**src/rtl/nibdbg_pkg.sv**
```systemverilog
package nibdbg_pkg;

    typedef enum logic [3:0] {
        ST_BOOT,
        ST_MODE_HOLD,
        ST_MODE_REL,
        ST_IDLE,
        ST_LEAD,
        ST_HDR,
        ST_CMD,
        ST_ADDR,
        ST_POLL,
        ST_DATA,
        ST_FINISH
    } rd_state_t;

    typedef enum logic [1:0] {
        PH_IDLE,
        PH_PRE,
        PH_LOW,
        PH_POST
    } pulse_phase_t;

    typedef enum logic [1:0] {
        D_IDLE,
        D_REQ,
        D_WAIT
    } dump_state_t;

    localparam logic [3:0] NIB_HDR   = 4'b0000;
    localparam logic [3:0] NIB_BYTE  = 4'b1000;
    localparam logic [3:0] NIB_LONG  = 4'b1010;
    localparam logic [3:0] NIB_READY = 4'b0001;

endpackage

```
**src/rtl/nibdbg_tick.sv**
```systemverilog
module nibdbg_tick #(
    parameter int DIV_W = 8
) (
    input  logic             clk,
    input  logic             rst_n,
    input  logic             en,
    input  logic [DIV_W-1:0] div,
    output logic             tick
);
    logic [DIV_W-1:0] cnt;

    always_ff @(posedge clk or negedge rst_n) begin
        if (!rst_n) begin
            cnt <= '0;
        end else if (!en || cnt == div) begin
            cnt <= '0;
        end else begin
            cnt <= cnt + 1'b1;
        end
    end

    assign tick = en && (cnt == div);

endmodule

```
**src/rtl/nibdbg_pulse.sv**
```systemverilog
module nibdbg_pulse
    import nibdbg_pkg::*;
#(
    parameter int DIV_W       = 8,
    parameter int PRE_UNITS   = 2,
    parameter int LOW_UNITS   = 1,
    parameter int POST_UNITS  = 2
) (
    input  logic             clk,
    input  logic             rst_n,
    input  logic             go,
    input  logic [DIV_W-1:0] div,
    output logic             pck,
    output logic             idle,
    output logic             done
);
    localparam int MAXU = (PRE_UNITS > POST_UNITS) ? PRE_UNITS : POST_UNITS;
    localparam int UW   = $clog2(MAXU + LOW_UNITS + 1);

    pulse_phase_t ph;
    logic [UW-1:0] ucnt;
    logic          tick;

    nibdbg_tick #(.DIV_W(DIV_W)) u_tick (
        .clk  (clk),
        .rst_n(rst_n),
        .en   (ph != PH_IDLE),
        .div  (div),
        .tick (tick)
    );

    always_ff @(posedge clk or negedge rst_n) begin
        if (!rst_n) begin
            ph   <= PH_IDLE;
            ucnt <= '0;
            pck  <= 1'b1;
        end else begin
            unique case (ph)
                PH_IDLE: begin
                    if (go) begin
                        ph   <= PH_PRE;
                        ucnt <= '0;
                    end
                end
                PH_PRE: begin
                    if (tick) begin
                        if (ucnt == UW'(PRE_UNITS - 1)) begin
                            ph   <= PH_LOW;
                            ucnt <= '0;
                            pck  <= 1'b0;
                        end else begin
                            ucnt <= ucnt + 1'b1;
                        end
                    end
                end
                PH_LOW: begin
                    if (tick) begin
                        if (ucnt == UW'(LOW_UNITS - 1)) begin
                            ph   <= PH_POST;
                            ucnt <= '0;
                            pck  <= 1'b1;
                        end else begin
                            ucnt <= ucnt + 1'b1;
                        end
                    end
                end
                PH_POST: begin
                    if (tick) begin
                        if (ucnt == UW'(POST_UNITS - 1)) begin
                            ph   <= PH_IDLE;
                            ucnt <= '0;
                        end else begin
                            ucnt <= ucnt + 1'b1;
                        end
                    end
                end
                default: ph <= PH_IDLE;
            endcase
        end
    end

    assign idle = (ph == PH_IDLE);
    assign done = (ph == PH_POST) && tick && (ucnt == UW'(POST_UNITS - 1));

    AST_FALL_ON_TICK: assert property (@(posedge clk) disable iff (!rst_n)
        $fell(pck) |-> $past(tick));

    AST_IDLE_CK_HIGH: assert property (@(posedge clk) disable iff (!rst_n)
        idle |-> pck);

endmodule

```
**src/rtl/nibdbg_dump.sv**
```systemverilog
module nibdbg_dump
    import nibdbg_pkg::*;
#(
    parameter int ADDR_W = 32,
    parameter int DUMP_W = 32
) (
    input  logic              clk,
    input  logic              rst_n,
    input  logic              go,
    input  logic              rd_busy,
    input  logic              rd_done,
    input  logic              rd_err,
    output logic              req,
    output logic [ADDR_W-1:0] req_addr,
    output logic              active,
    output logic              finished
);
    dump_state_t       st;
    logic [DUMP_W-1:0] cnt;

    always_ff @(posedge clk or negedge rst_n) begin
        if (!rst_n) begin
            st       <= D_IDLE;
            cnt      <= '0;
            finished <= 1'b0;
        end else begin
            finished <= 1'b0;
            unique case (st)
                D_IDLE: begin
                    if (go && !rd_busy) begin
                        st  <= D_REQ;
                        cnt <= '0;
                    end
                end
                D_REQ: begin
                    if (!rd_busy) st <= D_WAIT;
                end
                D_WAIT: begin
                    if (rd_done) begin
                        if (rd_err || (&cnt)) begin
                            st       <= D_IDLE;
                            finished <= 1'b1;
                        end else begin
                            cnt <= cnt + 1'b1;
                            st  <= D_REQ;
                        end
                    end
                end
                default: st <= D_IDLE;
            endcase
        end
    end

    assign req      = (st == D_REQ) && !rd_busy;
    assign req_addr = ADDR_W'(cnt);
    assign active   = (st != D_IDLE);

    AST_DUMP_ADDR_HOLD: assert property (@(posedge clk) disable iff (!rst_n)
        (rd_busy && $past(rd_busy)) |-> $stable(cnt));

    AST_DUMP_FIN_PULSE: assert property (@(posedge clk) disable iff (!rst_n)
        finished |=> !finished);

endmodule

```
**src/rtl/nib_dbg_reader.sv**
```systemverilog
module nib_dbg_reader
    import nibdbg_pkg::*;
#(
    parameter int DIV_W       = 8,
    parameter int MODE_PULSES = 10,
    parameter int LEAD_PULSES = 5,
    parameter int POLL_LIMIT  = 10,
    parameter int DUMP_W      = 32
) (
    input  logic        clk,
    input  logic        rst_n,
    input  logic [DIV_W-1:0] unit_div,
    input  logic        start,
    input  logic [31:0] rd_addr,
    input  logic        rd_long,
    input  logic        dump_start,
    output logic [31:0] rd_data,
    output logic        done,
    output logic        err,
    output logic        busy,
    output logic        dump_busy,
    output logic        dump_done,
    output logic        port_ck,
    output logic        port_sync_n,
    output logic        port_rst_pull,
    output logic [3:0]  port_dq_o,
    output logic        port_dq_oe,
    input  logic [3:0]  port_dq_i
);
    localparam int ADDR_W    = 32;
    localparam int ADDR_NIBS = ADDR_W / 4;
    localparam int BYTE_NIBS = 2;
    localparam int LONG_NIBS = 8;
    localparam int CNT_SPAN  = MODE_PULSES + LEAD_PULSES + POLL_LIMIT + ADDR_NIBS + LONG_NIBS;
    localparam int CNT_W     = $clog2(CNT_SPAN + 1);

    rd_state_t          st, st_nx;
    logic [CNT_W-1:0]   cnt;
    logic [ADDR_W-1:0]  sh;
    logic [31:0]        acc;
    logic               long_q;
    logic               fail;

    logic               p_go, p_idle, p_done;
    logic               d_req;
    logic [ADDR_W-1:0]  d_addr;
    logic               start_eff;
    logic [ADDR_W-1:0]  addr_eff;
    logic               long_eff;
    logic               needs_pulse;
    logic               poll_ready;
    logic [CNT_W-1:0]   data_last;

    nibdbg_pulse #(.DIV_W(DIV_W)) u_pulse (
        .clk  (clk),
        .rst_n(rst_n),
        .go   (p_go),
        .div  (unit_div),
        .pck  (port_ck),
        .idle (p_idle),
        .done (p_done)
    );

    nibdbg_dump #(.ADDR_W(ADDR_W), .DUMP_W(DUMP_W)) u_dump (
        .clk     (clk),
        .rst_n   (rst_n),
        .go      (dump_start),
        .rd_busy (busy),
        .rd_done (done),
        .rd_err  (err),
        .req     (d_req),
        .req_addr(d_addr),
        .active  (dump_busy),
        .finished(dump_done)
    );

    assign start_eff = dump_busy ? d_req  : start;
    assign addr_eff  = dump_busy ? d_addr : rd_addr;
    assign long_eff  = dump_busy ? 1'b0   : rd_long;

    assign busy       = (st != ST_IDLE);
    assign poll_ready = (port_dq_i == NIB_READY);
    assign data_last  = long_q ? CNT_W'(LONG_NIBS - 1) : CNT_W'(BYTE_NIBS - 1);

    always_comb begin
        unique case (st)
            ST_MODE_HOLD, ST_MODE_REL, ST_LEAD, ST_HDR,
            ST_CMD, ST_ADDR, ST_POLL, ST_DATA: needs_pulse = 1'b1;
            default:                           needs_pulse = 1'b0;
        endcase
    end

    assign p_go = needs_pulse && p_idle;

    // next-state logic
    always_comb begin
        st_nx = st;
        unique case (st)
            ST_BOOT:      st_nx = ST_MODE_HOLD;
            ST_MODE_HOLD: if (p_done && cnt == CNT_W'(MODE_PULSES - 1)) st_nx = ST_MODE_REL;
            ST_MODE_REL:  if (p_done && cnt == CNT_W'(MODE_PULSES - 1)) st_nx = ST_IDLE;
            ST_IDLE:      if (start_eff) st_nx = ST_LEAD;
            ST_LEAD:      if (p_done && cnt == CNT_W'(LEAD_PULSES - 1)) st_nx = ST_HDR;
            ST_HDR:       if (p_done) st_nx = ST_CMD;
            ST_CMD:       if (p_done) st_nx = ST_ADDR;
            ST_ADDR:      if (p_done && cnt == CNT_W'(ADDR_NIBS - 1)) st_nx = ST_POLL;
            ST_POLL: begin
                if (p_done) begin
                    if (poll_ready)                            st_nx = ST_DATA;
                    else if (cnt == CNT_W'(POLL_LIMIT - 1))    st_nx = ST_FINISH;
                end
            end
            ST_DATA:      if (p_done && cnt == data_last) st_nx = ST_FINISH;
            ST_FINISH:    st_nx = ST_IDLE;
            default:      st_nx = ST_BOOT;
        endcase
    end

    // state register
    always_ff @(posedge clk or negedge rst_n) begin
        if (!rst_n) st <= ST_BOOT;
        else        st <= st_nx;
    end

    // outputs and datapath
    always_ff @(posedge clk or negedge rst_n) begin
        if (!rst_n) begin
            cnt           <= '0;
            sh            <= '0;
            acc           <= '0;
            long_q        <= 1'b0;
            fail          <= 1'b0;
            rd_data       <= '0;
            done          <= 1'b0;
            err           <= 1'b0;
            port_sync_n   <= 1'b1;
            port_rst_pull <= 1'b0;
            port_dq_o     <= NIB_HDR;
            port_dq_oe    <= 1'b1;
        end else begin
            done <= 1'b0;
            if (st_nx != st)  cnt <= '0;
            else if (p_done)  cnt <= cnt + 1'b1;

            unique case (st)
                ST_BOOT: port_rst_pull <= 1'b1;
                ST_MODE_HOLD: begin
                    if (st_nx == ST_MODE_REL) port_rst_pull <= 1'b0;
                end
                ST_MODE_REL: ;
                ST_IDLE: begin
                    if (start_eff) begin
                        sh     <= addr_eff;
                        long_q <= long_eff;
                        acc    <= '0;
                        fail   <= 1'b0;
                    end
                end
                ST_LEAD: begin
                    if (st_nx == ST_HDR) begin
                        port_sync_n <= 1'b0;
                        port_dq_o   <= NIB_HDR;
                    end
                end
                ST_HDR: begin
                    if (p_done) port_dq_o <= long_q ? NIB_LONG : NIB_BYTE;
                end
                ST_CMD: begin
                    if (p_done) begin
                        port_dq_o <= sh[3:0];
                        sh        <= sh >> 4;
                    end
                end
                ST_ADDR: begin
                    if (p_done) begin
                        if (st_nx == ST_POLL) begin
                            port_dq_oe <= 1'b0;
                            port_dq_o  <= NIB_HDR;
                        end else begin
                            port_dq_o <= sh[3:0];
                            sh        <= sh >> 4;
                        end
                    end
                end
                ST_POLL: begin
                    if (st_nx != ST_POLL) begin
                        port_sync_n <= 1'b1;
                        fail        <= !poll_ready;
                    end
                end
                ST_DATA: begin
                    if (p_done) acc <= {acc[27:0], port_dq_i};
                end
                ST_FINISH: begin
                    done       <= 1'b1;
                    err        <= fail;
                    rd_data    <= fail ? '0 : acc;
                    port_dq_oe <= 1'b1;
                end
                default: ;
            endcase
        end
    end

    AST_DONE_PULSE: assert property (@(posedge clk) disable iff (!rst_n)
        done |=> !done);

    AST_TIMEOUT_ZERO: assert property (@(posedge clk) disable iff (!rst_n)
        (done && err) |-> (rd_data == 32'h0));

    AST_DQ_HOLD_LOW: assert property (@(posedge clk) disable iff (!rst_n)
        !port_ck |-> $stable(port_dq_o));

    AST_TURN_NO_RESET: assert property (@(posedge clk) disable iff (!rst_n)
        !port_dq_oe |-> !port_rst_pull);

    AST_POLL_BOUND: assert property (@(posedge clk) disable iff (!rst_n)
        (st == ST_POLL) |-> (cnt < CNT_W'(POLL_LIMIT)));

    AST_SYNC_IDLE: assert property (@(posedge clk) disable iff (!rst_n)
        (st == ST_IDLE) |-> port_sync_n);

    AST_CMD_HELD: assert property (@(posedge clk) disable iff (!rst_n)
        (st != ST_IDLE && $past(st) != ST_IDLE) |-> $stable(long_q));

    AST_DONE_IDLE: assert property (@(posedge clk) disable iff (!rst_n)
        done |-> (!busy && port_dq_oe));

endmodule

```
**config.mk**
```make
export PLATFORM = sky130hd
export DESIGN_NAME = nib_dbg_reader
export DESIGN_NICKNAME = d
export VERILOG_FILES = /design/src/rtl/nibdbg_pkg.sv /design/src/rtl/nibdbg_tick.sv /design/src/rtl/nibdbg_pulse.sv /design/src/rtl/nibdbg_dump.sv /design/src/rtl/nib_dbg_reader.sv
export SDC_FILE = /design/constraint.sdc
export NUM_CORES = 1
export LEC_CHECK = 0
export BUFFER_PORTS_ARGS = -buffer_cell sky130_fd_sc_hd__buf_2
export CAP_MARGIN = 20
export CORE_MARGIN = 5
export CORE_UTILIZATION = 35
export DETAILED_ROUTE_END_ITERATION = 8
export GPL_TIMING_DRIVEN = 0
export PLACE_DENSITY = 0.61
export SETUP_SLACK_MARGIN = 0.02
export SYNTH_ARGS = -nofsm -noshare
export SYNTH_HDL_FRONTEND = slang
export SYNTH_HIERARCHICAL = 1
export SYNTH_SLANG_ARGS = --single-unit
```
**constraint.sdc**
```tcl
create_clock -name clk -period 5.42 [get_ports clk]
set_input_delay 0.542 -clock clk [delete_from_list [all_inputs] [get_ports clk]]
set_output_delay 0.542 -clock clk [all_outputs]
set_load 0.1 [all_outputs]
```
---- Yosys cells after proc, flatten, opt, wreduce, memory -nomap -nowiden ----
Memory sizes are Yosys's and may differ from the RTL's.
Index checks and enable logic that the tools add are counted.
cells by class
  eq/ne operators ......................... 50
  add/subtract/negate cells ............... 4
  mux-type cells .......................... 78
  reduce and logical (&&, ||, !) cells .... 46
operator list
  kind                     number
  $mux W32                 11
  $pmux W32 S2             2
  $pmux W32 S3             1
  $mux W4                  16
  $pmux W4 S11             1
  $add A32 B1 Y32 const B  1
  $mux W2                  16
  $reduce_and A32 Y1       1
  $ne A2 B2 Y1 const B     14
  $eq A4 B3 Y1 const B     5
  $reduce_bool A2 Y1       10
  $mux W1                  18
  $reduce_and A3 Y1        6
  $eq A4 B4 Y1 const B     4
  $ne A2 B1 Y1 const B     8
  $pmux W4 S4              1
  $reduce_and A5 Y1        3
  $eq A4 B2 Y1 const B     3
  $eq A6 B3 Y1 const B     2
  $mux W6                  2
  $pmux W2 S3              2
  $logic_and A1 B1 Y1      10
  $pmux W1 S2              5
  $add A8 B1 Y8 const B    1
  other kinds (24)         35
storage, ports and cells
  output and inout port bits .............. 45
  memories kept ........................... 1
  register bits after elaboration ......... 165
  bits in read-only memories .............. 16
memories
  memory           words  bits a word  rd ports  clocked after Yosys merged registers in  write ports  line                  source
  (no name shown)  16     1            1         0                                        0            nib_dbg_reader.sv:86  unique case (st)

---- Longest topological paths before layout ----
  depth in word-level cells ............... 11
  mapped depth ............................ 14
  mapped depth without buffers ............ 12

---- Cells and area by module ----
The synthesis kept the hierarchy.
by module, submodules not included
  module          instances  sequential area each (µm²)  area each (µm²)  cells each
  nib_dbg_reader  1          2,930.3                     6,058.3          620
  nibdbg_dump     1          875.8                       2,102.0          234
  nibdbg_tick     1          200.2                       500.5            46
  nibdbg_pulse    1          126.4                       456.7            46

---- Worst setup path after synthesis ----
No wires, ideal clock.
  kind .................................... in2reg
  start ................................... input port unit_div[7]
  end ..................................... register sh[10]
  stages on the path ...................... 13
  path slack .............................. 1,471 ps
  data arrival time ....................... 3,824 ps
  data required time ...................... 5,295 ps
  path through ............................ xor2_2 nor4_2 and3_1 and3_2 buf_2 nor2b_1 o221a_2 a311oi_2 nand4_4 nor4_4 a41oi_4 buf_6 mux2_4
on the way
  word-level cells in the longest chain between the ends .. 10
  elaborated cells on any way between the ends .. 22
  classes of those cells .................. 5 x eq/ne; 9 x mux; 8 x reduce/logical
RTL lines
  what                                    line                   source
  from (decl)                             nib_dbg_reader.sv:12   input logic [DIV_W-1:0] unit_div,
  $eq A8 B8 Y1 (*)                        nibdbg_tick.sv:22      assign tick = en && (cnt == div);
  $logic_and A1 B1 Y1 (*)                 nibdbg_tick.sv:22
  net u_pulse.tick                        nibdbg_pulse.sv:22     logic tick;
  $logic_and A1 B1 Y1 (*) (2 in series)   nibdbg_pulse.sv:83     assign done = (ph == PH_POST) && tick && (ucnt == UW'(POST_UNITS - 1));
  net p_done                              nib_dbg_reader.sv:44   logic p_go, p_idle, p_done;
  $logic_and A1 B1 Y1 (on tied branches)  n/a
  $mux W4 (on tied branches)              n/a
  $pmux W4 S11 (*)                        nib_dbg_reader.sv:98   unique case (st)
  net st_nx[0]                            nib_dbg_reader.sv:37   rd_state_t st, st_nx;
  $eq A4 B4 Y1 (*)                        nib_dbg_reader.sv:176  if (st_nx == ST_POLL) begin
  $ne A2 B2 Y1 (no line) (*)              n/a
  $reduce_and A5 Y1 (no line) (*)         n/a
  to (signal assigned)                    nib_dbg_reader.sv:153  sh <= addr_eff;
  to (signal assigned)                    nib_dbg_reader.sv:171  sh <= sh >> 4;
  to (signal assigned)                    nib_dbg_reader.sv:181  sh <= sh >> 4;
  to (decl)                               nib_dbg_reader.sv:39   logic [ADDR_W-1:0] sh;
Mark *: on every way through the listed nets, which the timed path passes. The rest lies on a longest branch.
A chain may end at the register's enable or synchronous reset.

---- Final worst setup path ----
  start ................................... register u_pulse.u_tick.cnt[4]
  end ..................................... register sh[16]
on the way
  word-level cells in the longest chain between the ends .. 10
  elaborated cells on any way between the ends .. 22
  classes of those cells .................. 5 x eq/ne; 9 x mux; 8 x reduce/logical
RTL lines
  what                                    line                   source
  from (decl)                             nibdbg_tick.sv:10      logic [DIV_W-1:0] cnt;
  from (signal assigned)                  nibdbg_tick.sv:18      cnt <= cnt + 1'b1;
  $eq A8 B8 Y1 (*)                        nibdbg_tick.sv:22
  $logic_and A1 B1 Y1 (*)                 nibdbg_tick.sv:22
  net u_pulse.tick                        nibdbg_pulse.sv:22
  $logic_and A1 B1 Y1 (*) (2 in series)   nibdbg_pulse.sv:83
  net p_done                              nib_dbg_reader.sv:44
  $logic_and A1 B1 Y1 (on tied branches)  n/a
  $mux W4 (on tied branches)              n/a
  $pmux W4 S11 (*)                        nib_dbg_reader.sv:98
  net st_nx[2]                            nib_dbg_reader.sv:37
  $eq A4 B4 Y1 (*)                        nib_dbg_reader.sv:176
  $ne A2 B2 Y1 (no line) (*)              n/a
  $reduce_and A5 Y1 (no line) (*)         n/a
Marks and branches as above.

==> impl_metrics.py <==
metrics = {
    "yosys": {
        "yosysSeqAreaShare_pct": 45.3,
        "synth-seq-cells": 165,
        "ys_types": 88,
        "async_reset_ff_share_pct": 100,
        "synth_area_sq_um": 9120,
        "yosysWarnings": 6,
        "postSynthAreaPerCell_sq_um": 9.64,
        "synthCells": 946,
        "synthesis.nets": 1015,
        "synth_edf_count": 0,
        "synth_ff_type": "dfrtp_1",
    },
    "die": {
        "fp.dieArea_sq_um": 29400,
        "die_w_um": 171,
        "row_count": 59,
        "core_sq_um": 25800,
        "die_h_um": 171,
        "io_pins": 94,
        "start_util_pct": 35.3,
    },
    "drt": {
        "drtIter0Drc": 529,
        "drt-total-wl_mm": 24.2,
        "drtPass1Iterations": 5,
        "vias": 7423,
        "wl_per_cell_um": 17.2,
        "drtAntennaViolNets": 0,
        "post_drt_via_cell_ratio": 5.27,
        "remaining_drc_errors": 0,
    },
    "job": {
        "max-cap-violations": 0,
    },
    "worst_setup_path": {
        "r2r-start": "u_pulse/u_tick/cnt[4]",
        "reg2reg_slack_ns": 0.79,
        "critical_path_class": "flip-flop to flip-flop",
        "worstReg2RegEnd": "sh[16]",
        "rr_worst_depth": 12,
        "required_ns": 5.73,
        "end_kind": "flip-flop",
        "setup.worst_path.start_class": "flip-flop",
        "path_max_fanout": 10,
        "worst_ep_arrival_time_ns": 4.94,
    },
    "global_routing": {
        "overflow": 0,
        "antenna_found_initial": 1,
        "grt_pass1_wl_mm": 39.6,
        "grt_max_degree": 99,
        "grt_usage_pct": 16.8,
        "grt_pass1_vias": 7508,
    },
    "timing": {
        "worst_pin_slew_ns": 0.806,
        "max_freq_ghz": 0.216,
        "finalClockSkew_ns": 0.00984,
        "period_minus_slack_ns": 4.63,
        "min_period_over_period_pct": 85.5,
        "setup_tns_ns": 0,
        "setup_viol": 0,
        "grt_setup_unrepaired": "no",
        "whs_ns": 0.0554,
        "hold_viol_final": 0,
        "relSlewSlack_pct": 45.8,
        "slew_violations": 0,
    },
    "clock_network": {
        "clock_latency_ns": 0.43,
        "ctsHtreeMaxLevel": 4,
        "cts_root_buffer": "clkbuf_16",
        "post_cts_buffers": 0,
        "hold_buffers": 0,
        "cts_tree": "done",
        "cts_buffers": 17,
        "cts_sinks": 165,
        "cts-resized-gates": 0,
        "clk_path_buf_depth": 2,
        "path_clk_slew_ns": 0.07,
    },
    "pwr": {
        "max-vdd-ir-drop_uv": 188,
        "powerDensity_nw_per_um2": 256,
        "p_leak_uw": 0.00479,
    },
    "finish": {
        "finalInstanceArea_sq_um": 10600,
        "diodes": 0,
        "drive_gt1_share_pct": 19.6,
        "final_net_count": 1129,
        "area_growth_pct": 16.1,
        "fillCellCount": 2597,
        "postLayoutCoreUtil_pct": 41.0,
    },
    "run_status": {
        "outcome": "finished clean",
    },
    "placed_design": {
        "hpwlAfterDp_mm": 17.5,
        "port_buffers": 93,
        "placed_area_sq_um": 10000,
        "gp_congestion": 0.922,
    },
    "worst_hold_path": {
        "hold_class": "input port to asynchronous set/reset pin",
    },
}
[stage by stage]
step           worst slack, ns  power [uW]  cells
2_1_floorplan             1.47        1510    946
3_3_place_gp             0.559        1600   1374
3_5_place_dp             0.569        1610   1375
4_1_cts                  0.775        2750   1407
5_1_grt                  0.490        2840   1408
6_report                 0.786        2710   1408
[worst max-delay path: stages, from the launching register on]
cell and delay [ns]:
dfrtp_1 0.45, xor2_1 0.18, nor4_2 0.72, and3_1 0.39, and3_2 0.20, buf_2 0.20
buf_2 0.32, nand3_1 0.18, a311o_1 0.50, nor4_4 0.58, a41oi_4 0.27, buf_6 0.23
mux2_4 0.31
[flip-flops by register name, summed over array words and instances, names as in the netlist, 2 cells and up]
signal              count
u_dump/req_addr        32
sh                     32
u_pulse/ph              2
acc                    32
u_pulse/ucnt            2
st                      4
u_dump/st               2
cnt                     6
rd_data                32
port_dq_o               4
u_pulse/u_tick/cnt      8
[layer usage]
layer  GRT usage (%)  share of wire, %  up-vias
li1                -                 -     3603
met1            22.8                46     3563
met2            26.9                46      219
met3            3.45               5.4       36
met4            5.48               2.2        2
met5               0             0.050        -
[layout make-up]
class,instances,area (sq um),area share [%]
buffer,57,279,2.64
timing repair buffer,95,508,4.80
inverter,29,109,1.03
clock inverter,12,97.6,0.922
clock buffer,20,447,4.22
sequential,165,4130,39.0
tap,335,419,3.96
multi-input combinational,695,4600,43.4
[cells in the mapped netlist (3+ instances only)]
library cell	n	area share [%]
dfstp_2	3	0.86
nand2_1	170	7.0
nor4_1	6	0.41
mux2_2	8	0.99
a2bb2oi_1	3	0.29
buf_1	3	0.12
or4_1	3	0.25
clkbuf_1	36	1.5
nand3b_1	4	0.33
mux2_4	26	4.3
ha_1	20	2.7
and4_1	6	0.58
a21oi_1	23	1.3
nor4b_1	3	0.29
a21o_1	4	0.33
nor3_1	12	0.66
nor2_1	27	1.1
mux2i_1	36	4.0
a211oi_1	5	0.41
dfrtp_1	162	44
nor3b_1	4	0.33
xnor2_1	5	0.48
a221oi_1	3	0.29
or2_2	3	0.21
nand2b_1	41	2.8
and2_1	4	0.27
nand3_1	19	1.0
buf_6	6	0.74
or3_1	6	0.41
xor2_1	11	1.1
a41oi_1	7	0.67
nand4_1	13	0.89
nor2b_1	5	0.34
nor4_2	3	0.41
inv_1	29	1.2
o21ai_0	113	6.2
and3_1	6	0.41
o31ai_1	3	0.25
buf_2	9	0.49
a211o_1	3	0.29
o22ai_1	9	0.62
a31oi_1	24	1.6
[power by group]
| group | switching [uW] | internal [uW] |
|---|---|---|
| Sequential | 33.0 | 1260 |
| Combinational | 164 | 129 |
| Clock | 522 | 606 |
| Total | 719 | 1990 |
[cells by family after synthesis]
kind of cell             count (synthesis)  synth area share (%)
multiplexers                            71                  9.35
XOR/XNOR                                18                  1.89
buffers and inverters                   86                  4.25
flip-flops                             165                  45.3
AO/OA/AOI/OAI                          238                  17.0
AND/OR/NAND/NOR                        348                  19.4
adder cells (fa/ha/maj)                 20                  2.74
[layout by cell type (no fill, tap or decap), types with 11 or more instances in the layout]
master	count
mux2i_1	36
ha_1	20
buf_2	101
dfrtp_1	162
mux2_4	26
nand2b_1	41
nand4_1	13
nor3_1	12
clkbuf_16	17
inv_1	29
o21ai_0	113
xor2_1	11
nand2_1	170
nor2_1	27
nand3_1	19
a21oi_1	23
a31oi_1	24
clkbuf_1	38
[how the worst max path moves through the flow]
stage                     startpoint      to  slack, ns  cells past startpoint
2_1_floorplan            unit_div[7]  sh[10]       1.47                     13
3_5_place_dp             unit_div[7]  sh[11]       0.57                     14
4_1_cts        u_pulse/u_tick/cnt[4]  sh[27]       0.77                     13
6_report       u_pulse/u_tick/cnt[4]  sh[16]       0.79                     12
3_3_place_gp             unit_div[7]  sh[27]       0.56                     14
5_1_grt        u_pulse/u_tick/cnt[4]  sh[16]       0.49                     12
Power figures use the tool's default switching activity.
